### src/rtl/lcdb_pkg.sv
package lcdb_pkg;

  typedef struct packed {
    logic rs;
    logic rw;
  } lcdb_sel_t;

  function automatic int unsigned lcdb_seq_len(input int unsigned s, input int unsigned e,
                                               input int unsigned h);
    return s + e + h;
  endfunction

endpackage

### src/rtl/lcdb_qualify.sv
module lcdb_qualify (
  input  logic clk,
  input  logic rst,
  input  logic bus_cs_n,
  input  logic bus_rd_n,
  input  logic bus_wr_n,
  input  logic busy,
  output logic qual,
  output logic start
);

  logic armed_q;

  always_comb begin
    qual  = ~bus_cs_n & (~bus_rd_n | ~bus_wr_n);
    start = qual & armed_q & ~busy;
  end

  // Re-arm only after the qualified condition has been seen low.
  always_ff @(posedge clk) begin
    if (rst)         armed_q <= 1'b0;
    else if (start)  armed_q <= 1'b0;
    else if (!qual)  armed_q <= 1'b1;
  end

  assert_single_start_R9: assert property (@(posedge clk) disable iff (rst)
    start |=> !start);

endmodule

### src/rtl/lcdb_chain.sv
module lcdb_chain #(
  parameter int unsigned SETUP_CYC = 3,
  parameter int unsigned EN_CYC    = 12,
  parameter int unsigned HOLD_CYC  = 2
) (
  input  logic clk,
  input  logic rst,
  input  logic start,
  output logic busy,
  output logic en,
  output logic sample,
  output logic last
);

  localparam int unsigned L  = lcdb_pkg::lcdb_seq_len(SETUP_CYC, EN_CYC, HOLD_CYC);
  localparam int unsigned CW = $clog2(L + 1);
  localparam logic [L-1:0] EN_MASK = {{HOLD_CYC{1'b0}}, {EN_CYC{1'b1}}, {SETUP_CYC{1'b0}}};

  logic [L-1:0] chain_q, chain_nxt;
  logic         busy_q, en_q;

  always_comb begin
    if (start) chain_nxt = {{(L-1){1'b0}}, 1'b1};
    else       chain_nxt = chain_q << 1;
  end

  always_ff @(posedge clk) begin
    if (rst) begin
      chain_q <= '0;
      busy_q  <= 1'b0;
      en_q    <= 1'b0;
    end else begin
      chain_q <= chain_nxt;
      busy_q  <= |chain_nxt;
      en_q    <= |(chain_nxt & EN_MASK);
    end
  end

  assign busy   = busy_q;
  assign en     = en_q;
  assign sample = chain_q[SETUP_CYC+EN_CYC-1];
  assign last   = chain_q[L-1];

  // Cycle counter since wait rose, used only by the checks below.
  logic [CW-1:0] cyc_q;
  always_ff @(posedge clk) begin
    if (rst || !busy_q) cyc_q <= '0;
    else                cyc_q <= cyc_q + 1'b1;
  end

  assert_en_rise_R4: assert property (@(posedge clk) disable iff (rst)
    $rose(en_q) |-> (busy_q && int'(cyc_q) == SETUP_CYC));

  assert_en_width_R5: assert property (@(posedge clk) disable iff (rst)
    $fell(en_q) |-> (busy_q && int'(cyc_q) == SETUP_CYC + EN_CYC));

  assert_wait_len_R3: assert property (@(posedge clk) disable iff (rst)
    $fell(busy_q) |-> int'($past(cyc_q)) == L - 1);

endmodule

### src/rtl/lcdb_latch.sv
module lcdb_latch #(
  parameter int unsigned DW = 8
) (
  input  logic          clk,
  input  logic          rst,
  input  logic          start,
  input  logic          busy,
  input  logic          sample,
  input  logic          last,
  input  logic          qual,
  input  logic [1:0]    bus_addr,
  input  logic [DW-1:0] bus_wdata,
  input  logic [DW-1:0] disp_din,
  output logic          disp_rs,
  output logic          disp_rw,
  output logic [DW-1:0] disp_dout,
  output logic          disp_doe,
  output logic [DW-1:0] bus_rdata,
  output logic          bus_rvalid
);

  lcdb_pkg::lcdb_sel_t sel_q;
  logic [DW-1:0] wd_q, rd_q;
  logic          doe_q, rv_q;

  always_ff @(posedge clk) begin
    if (rst) begin
      sel_q <= '0;
      wd_q  <= '0;
      doe_q <= 1'b0;
    end else if (start) begin
      sel_q.rs <= bus_addr[0];
      sel_q.rw <= bus_addr[1];
      wd_q     <= bus_wdata;
      doe_q    <= ~bus_addr[1];
    end else if (last) begin
      doe_q <= 1'b0;
    end
  end

  always_ff @(posedge clk) begin
    if (rst) begin
      rd_q <= '0;
      rv_q <= 1'b0;
    end else begin
      if (sample && sel_q.rw) rd_q <= disp_din;
      if (!qual)                   rv_q <= 1'b0;
      else if (sample && sel_q.rw) rv_q <= 1'b1;
    end
  end

  assign disp_rs    = sel_q.rs;
  assign disp_rw    = sel_q.rw;
  assign disp_dout  = wd_q;
  assign disp_doe   = doe_q;
  assign bus_rdata  = rd_q;
  assign bus_rvalid = rv_q;

  assert_capture_R2: assert property (@(posedge clk) disable iff (rst)
    start |=> (disp_rs == $past(bus_addr[0]) && disp_rw == $past(bus_addr[1])));

  assert_frozen_R6: assert property (@(posedge clk) disable iff (rst)
    busy |=> ($stable(disp_rs) && $stable(disp_rw) && $stable(disp_dout)));

endmodule

### src/rtl/lcd_bus_adapter.sv
module lcd_bus_adapter #(
  parameter int unsigned DW        = 8,
  parameter int unsigned SETUP_CYC = 3,
  parameter int unsigned EN_CYC    = 12,
  parameter int unsigned HOLD_CYC  = 2
) (
  input  logic          clk,
  input  logic          rst,
  input  logic          bus_cs_n,
  input  logic          bus_rd_n,
  input  logic          bus_wr_n,
  input  logic [1:0]    bus_addr,
  input  logic [DW-1:0] bus_wdata,
  input  logic [DW-1:0] disp_din,
  output logic          disp_rs,
  output logic          disp_rw,
  output logic          disp_en,
  output logic [DW-1:0] disp_dout,
  output logic          disp_doe,
  output logic          bus_wait,
  output logic [DW-1:0] bus_rdata,
  output logic          bus_rvalid
);

  logic qual, start, busy, sample, last;

  lcdb_qualify u_qual (
    .clk      (clk),
    .rst      (rst),
    .bus_cs_n (bus_cs_n),
    .bus_rd_n (bus_rd_n),
    .bus_wr_n (bus_wr_n),
    .busy     (busy),
    .qual     (qual),
    .start    (start)
  );

  lcdb_chain #(
    .SETUP_CYC (SETUP_CYC),
    .EN_CYC    (EN_CYC),
    .HOLD_CYC  (HOLD_CYC)
  ) u_chain (
    .clk    (clk),
    .rst    (rst),
    .start  (start),
    .busy   (busy),
    .en     (disp_en),
    .sample (sample),
    .last   (last)
  );

  lcdb_latch #(.DW(DW)) u_latch (
    .clk        (clk),
    .rst        (rst),
    .start      (start),
    .busy       (busy),
    .sample     (sample),
    .last       (last),
    .qual       (qual),
    .bus_addr   (bus_addr),
    .bus_wdata  (bus_wdata),
    .disp_din   (disp_din),
    .disp_rs    (disp_rs),
    .disp_rw    (disp_rw),
    .disp_dout  (disp_dout),
    .disp_doe   (disp_doe),
    .bus_rdata  (bus_rdata),
    .bus_rvalid (bus_rvalid)
  );

  assign bus_wait = busy;

  assert_en_in_wait_R5: assert property (@(posedge clk) disable iff (rst)
    disp_en |-> bus_wait);

  assert_doe_in_wait_R7: assert property (@(posedge clk) disable iff (rst)
    disp_doe |-> (bus_wait && !disp_rw));

endmodule

### config.mk
export PLATFORM = sky130hd
export DESIGN_NAME = lcd_bus_adapter
export DESIGN_NICKNAME = d
export VERILOG_FILES = /design/src/rtl/lcdb_pkg.sv /design/src/rtl/lcdb_qualify.sv /design/src/rtl/lcdb_chain.sv /design/src/rtl/lcdb_latch.sv /design/src/rtl/lcd_bus_adapter.sv
export SDC_FILE = /design/constraint.sdc
export NUM_CORES = 1
export LEC_CHECK = 0
export ABC_AREA = 1
export CORE_MARGIN = 10
export CORE_UTILIZATION = 49
export CTS_BUF_LIST = sky130_fd_sc_hd__clkbuf_8
export CTS_CLUSTER_DIAMETER = 50
export CTS_CLUSTER_SIZE = 14
export DETAILED_ROUTE_END_ITERATION = 8
export GPL_ROUTABILITY_DRIVEN = 0
export MAX_ROUTING_LAYER = met4
export PLACE_DENSITY = 0.95
export SLEW_MARGIN = 20
export SYNTH_ARGS = -nofsm -noshare
export SYNTH_HDL_FRONTEND = slang
export SYNTH_SLANG_ARGS = --single-unit
export TNS_END_PERCENT = 30
### constraint.sdc
create_clock -name clk -period 1.6 [get_ports clk]
set_clock_uncertainty 0.1 [all_clocks]
set_input_delay 0.32 -clock clk [delete_from_list [all_inputs] [get_ports clk]]
set_output_delay 0.32 -clock clk [all_outputs]
set_load 0.005 [all_outputs]
# Yosys cells after proc, flatten, opt, wreduce, memory -nomap -nowiden

Index checks and enable logic that the tools add are counted.

Register bits after elaboration: 40
Word-level logic and storage cells: 29
Output and inout port bits: 22
Bits of input ports: 23

Bitwise logic cells: 10
Mux-type cells: 3
Reductions and logical operators: 6

Operators by type and width:

| kind                | number |
|---|---|
| $mux W17            | 1 |
| $reduce_or A17 Y1   | 1 |
| $reduce_or A12 Y1   | 1 |
| $not A1 Y1          | 6 |
| $reduce_or A2 Y1    | 2 |
| $and A1 B1 Y1       | 3 |
| $mux W1             | 2 |
| $reduce_bool A2 Y1  | 1 |
| $logic_and A1 B1 Y1 | 1 |
| $or A1 B1 Y1        | 1 |

# Depth between registers and ports, before layout

Gate-level depths: netlist of the first run.

Depth after elaboration: 7
Gate-level depth with buffers: 7
Depth with buffers taken out: 7

# Cells and area by module

A second synthesis of the first run with hierarchy kept.

Cells, all modules: 182
Area, all modules: 1,435.1 sq um

By module, submodules not included:

| module       | times used | cells each | seq. area each (sq um) | area an instance (sq um) |
|---|---|---|---|---|
| lcdb_latch   | 1          | 89         | 400.4                  | 738.2 |
| lcdb_chain   | 1          | 81         | 380.4                  | 628.1 |
| lcdb_qualify | 1          | 12         | 20.0                   | 68.8 |

# Worst setup path after synthesis of the first run

Ideal clock, no wire load.

Path type: in2reg
Start: in bus_rd_n
End: reg u_chain.chain_q[14]
Required time: 1.389 ns
Slack: 0.474 ns
Buffers on the path: 2
Cell stages on the path: 6
Setup time: 0.111 ns
Arrival: 0.915 ns
Cells stage by stage: a21oi_2 nand2_2 nand2_2 buf_6 buf_6 nor2_1

Cells in the longest elaborated chain, start to end: 6

Ends and longest elaborated chain:

| element                     | RTL line              | RTL |
|---|---|---|
| start: declaration          | lcd_bus_adapter.sv:10 | `input logic bus_rd_n,` |
| $not A1 Y1                  | lcdb_qualify.sv:15    | `qual = ~bus_cs_n & (~bus_rd_n \| ~bus_wr_n);` |
| $or A1 B1 Y1                | lcdb_qualify.sv:15    |  |
| $and A1 B1 Y1               | lcdb_qualify.sv:15    |  |
| $and A1 B1 Y1 (2 in series) | lcdb_qualify.sv:16    | `start = qual & armed_q & ~busy;` |
| $mux W17                    | lcdb_chain.sv:23      | `if (start) chain_nxt = {{(L-1){1'b0}}, 1'b1};` |
| end signal: assignment      | lcdb_chain.sv:33      | `chain_q <= chain_nxt;` |
| end: declaration            | lcdb_chain.sv:19      | `logic [L-1:0] chain_q, chain_nxt;` |

No other way between the ends.
A chain may end at the register's enable or synchronous reset.

# Worst setup path after layout of the first run

Start: reg u_latch.rd_q[6], in the netlist u_latch.bus_rdata[6]
End: out bus_rdata[6]

RTL lines:

| element                  | RTL line              | RTL |
|---|---|---|
| start: declaration       | lcdb_latch.sv:23      | `logic [DW-1:0] wd_q, rd_q;` |
| start signal: assignment | lcdb_latch.sv:46      | `if (sample && sel_q.rw) rd_q <= disp_din;` |
| end: declaration         | lcd_bus_adapter.sv:21 | `output logic [DW-1:0] bus_rdata,` |

No word-level cell between the ends.

==> results.sh, run 1 <==
export IMPL_clkTransAtPathRegs_ns=0.07
export IMPL_place_hpwl_mm=2.243
export IMPL_min_from="u_chain.chain_q[12]"
export IMPL_drt_iter0_drc=123
export IMPL_slew_viol_final=0
export IMPL_wl_per_cell_um=12.16
export IMPL_final_seq_area_um2=803.3
export IMPL_grt_pass1_vias=1150
export IMPL_start_kind="flip-flop"
export IMPL_holdBufCountCts=0
export IMPL_setup_violations=0
export IMPL_async_flop_share=0
export IMPL_grt_overflow=0
export IMPL_ys_warn_count=0
export IMPL_synth_edf_count=0
export IMPL_rr_worst_depth=4
export IMPL_worst_pin_slew_ns=0.2557
export IMPL_ys_seq_area_frac=0.6066
export IMPL_period_share=0.9772
export IMPL_synth_distinct_cells=12
export IMPL_hold_end="u_chain.chain_q[13]"
export IMPL_max_freq_mhz=639.6
export IMPL_coreArea_um2=2522
export IMPL_ir_drop_mv=1.089
export IMPL_critical_path_slowest_cell="clkdlybuf4s50_1"
export IMPL_fillers=165
export IMPL_viasPerCell=4.484
export IMPL_yosys_area_top_type_share=0.6066
export IMPL_dieArea_um2=5170
export IMPL_yosys_top_cells_count="43 x nor2_1, 41 x nand2_1, 40 x dfxtp_1, 19 x inv_1, 10 x o21ai_0"
export IMPL_htree_levels=2
export IMPL_grt_max_degree=13
export IMPL_ant_nets=0
export IMPL_utilization=0.7674
export IMPL_antenna_found_initial=0
export IMPL_syn_avg_cell_area_um2=8.000
export IMPL_slowest_delay_ns=0.53
export IMPL_rows=18
export IMPL_tritoncts="done"
export IMPL_cts_sinks=40
export IMPL_worstPathRequired_ns=1.18
export IMPL_r2r_setup_slack_ns=0.29
export IMPL_diodes=0
export IMPL_synth_top_area_cell="dfxtp_1"
export IMPL_crit_path_end_kind="output port"
export IMPL_ys_ff_latch=40
export IMPL_worstPathMaxFanout=2
export IMPL_multiInputGateArea_um2=402.9
export IMPL_numPortBuffers=44
export IMPL_tns_ns=0
export IMPL_nNetsFinal=240
export IMPL_grt_pass1_wl_mm=5.030
export IMPL_cp_cell_sequence="clkdlybuf4s50_1"
export IMPL_dp_cells=240
export IMPL_synth_nets=188
export IMPL_max_slew_margin_rel=0.8291
export IMPL_die_h_um=71.90
export IMPL_synth_flop_cell="dfxtp_1"
export IMPL_critical_path_class="reg -> out"
export IMPL_synth_most_common_cell="nor2_1"
export IMPL_die_w_um=71.90
export IMPL_cts_path_max_buffers=2
export IMPL_root_buffer="clkbuf_8"
export IMPL_p_leak_nw=0.9634
export IMPL_hold_viol_final=0
export IMPL_vias=1112
export IMPL_synth_area_um2=1320
export IMPL_stdcell_count=248
export IMPL_synthCells=165
export IMPL_fin_crit_ns=1.564
export IMPL_drt_pass1_iter_count=4
export IMPL_grt_total_usage=0.1264
export IMPL_crit_family="buffers and inverters"
export IMPL_start_util=0.5233
export IMPL_power_density_nw_per_um2=1014
export IMPL_arrival_ns=1.14
export IMPL_post_cts_buffers=0
export IMPL_drc=0
export IMPL_cp_buffers_inverters=1
export IMPL_cap_violations=0
export IMPL_ios=45
export IMPL_wirelength_mm=3.015
export IMPL_status="finished clean"
export IMPL_synthTopCellsByArea="dfxtp_1 61%, nor2_1 12%, nand2_1 12%"
export IMPL_area_delta_synth_final_pct=46.64
export IMPL_clkLatencyLatePin_ns=0.29
export IMPL_worstHoldPathType="reg -> reg"
export IMPL_layout_drive_gt1_share=0.08716
export IMPL_r2r_start="u_latch.disp_rw"
export IMPL_hold_depth=2
export IMPL_rr_endpoint="u_latch.bus_rvalid"
export IMPL_numCtsBuffers=5
export IMPL_grt_setup_unrepaired="false"
[worst max path at each step]
stage	from	to	slack, ns	cells after the start
after floorplan	bus_rd_n	u_chain.chain_q[14]	0.47	6
after global placement	bus_rd_n	u_latch.disp_dout[2]	0.01	7
after detailed placement	bus_rd_n	u_latch.disp_dout[5]	-0.04	7
after CTS	u_latch.disp_doe	disp_doe	0.002	1
after global routing	u_latch.disp_rs	disp_rs	0.0005	1
final	u_latch.bus_rdata[6]	bus_rdata[6]	0.04	1
[through the flow]
stage	cell area (µm²)	power [mW]	worst slack, ns	hold WS (ns)
2_1_floorplan	1320	1.101	0.4737	0.2924
3_3_place_gp	1807	1.196	0.01236	0.3100
3_5_place_dp	1807	1.200	-0.03894	0.3166
4_1_cts	1913	1.979	0.001767	0.3311
5_1_grt	1936	2.039	0.0004698	0.3540
6_report	1936	1.963	0.03647	0.3294
[registers in the layout, indices dropped and copies added, names as in the netlist]
register and count:
u_chain.chain_q 17, u_latch.disp_dout 8, u_latch.disp_rw 1, u_chain.en 1, u_latch.disp_doe 1, u_latch.bus_rvalid 1, u_latch.disp_rs 1, u_chain.busy 1
u_latch.bus_rdata 8, u_qual.armed_q 1
[cell families after synthesis]
logic type             Yosys count  synth area share
buffers and inverters           25           0.08815
flip-flops                      40            0.6066
AO/OA/AOI/OAI                   13           0.05214
AND/OR/NAND/NOR                 87            0.2531
[where the power goes]
group	switching (mW)	internal [mW]	total, mW
combinational	0.0605	0.0927	0.153
sequential	0.00775	1.01	1.02
clock	0.332	0.456	0.788
[layer usage]
layer / share of wire / track usage
met5: 0 / -
met4: 0.023 / 0.08387
met3: 0.085 / 0.05034
met2: 0.47 / 0.1951
met1: 0.42 / 0.1310
[final cells by class]
type / instances / area share
well taps: 30 / 0.01939
clock buffers: 5 / 0.03555
flip-flops and latches: 40 / 0.4150
multi-input cells: 100 / 0.2081
repair buffers: 48 / 0.2592
clock inverters: 3 / 0.02004
inverters: 22 / 0.04266
[repair_timing]
| action | CTS | global route |
|---|---|---|
| setup endpoints to repair | 1 | 10 |
| cloned | 0 | 0 |
| endpoints found under the hold margin | 0 | 0 |
| gates resized for setup | 1 | 10 |
[placed cells by master (no fill, tap or decap), drive strengths merged]
cell type	netlist	final
a21oi	3	3
buf	3	4
bufinv	0	1
clkbuf	0	5
clkdlybuf4s50	0	35
clkinv	1	2
dfxtp	40	40
dlygate4sd2	0	1
dlymetal6s2s	0	8
inv	21	22
nand2	43	43
nor2	44	44
o21ai	10	10
No activity file was read; power rests on OpenSTA's default activity.
==> inputs of run 2 (changes only) <==
--- a/config.mk
+++ b/config.mk
@@ -6,6 +6,7 @@
 export NUM_CORES = 1
 export LEC_CHECK = 0
 export ABC_AREA = 1
+export ABC_CLOCK_PERIOD_IN_PS = 1600
 export CORE_MARGIN = 10
 export CORE_UTILIZATION = 49
 export CTS_BUF_LIST = sky130_fd_sc_hd__clkbuf_8
==> results of run 2 <==
Same layout as run 1: the final DEF is identical, and so are final timing and power.
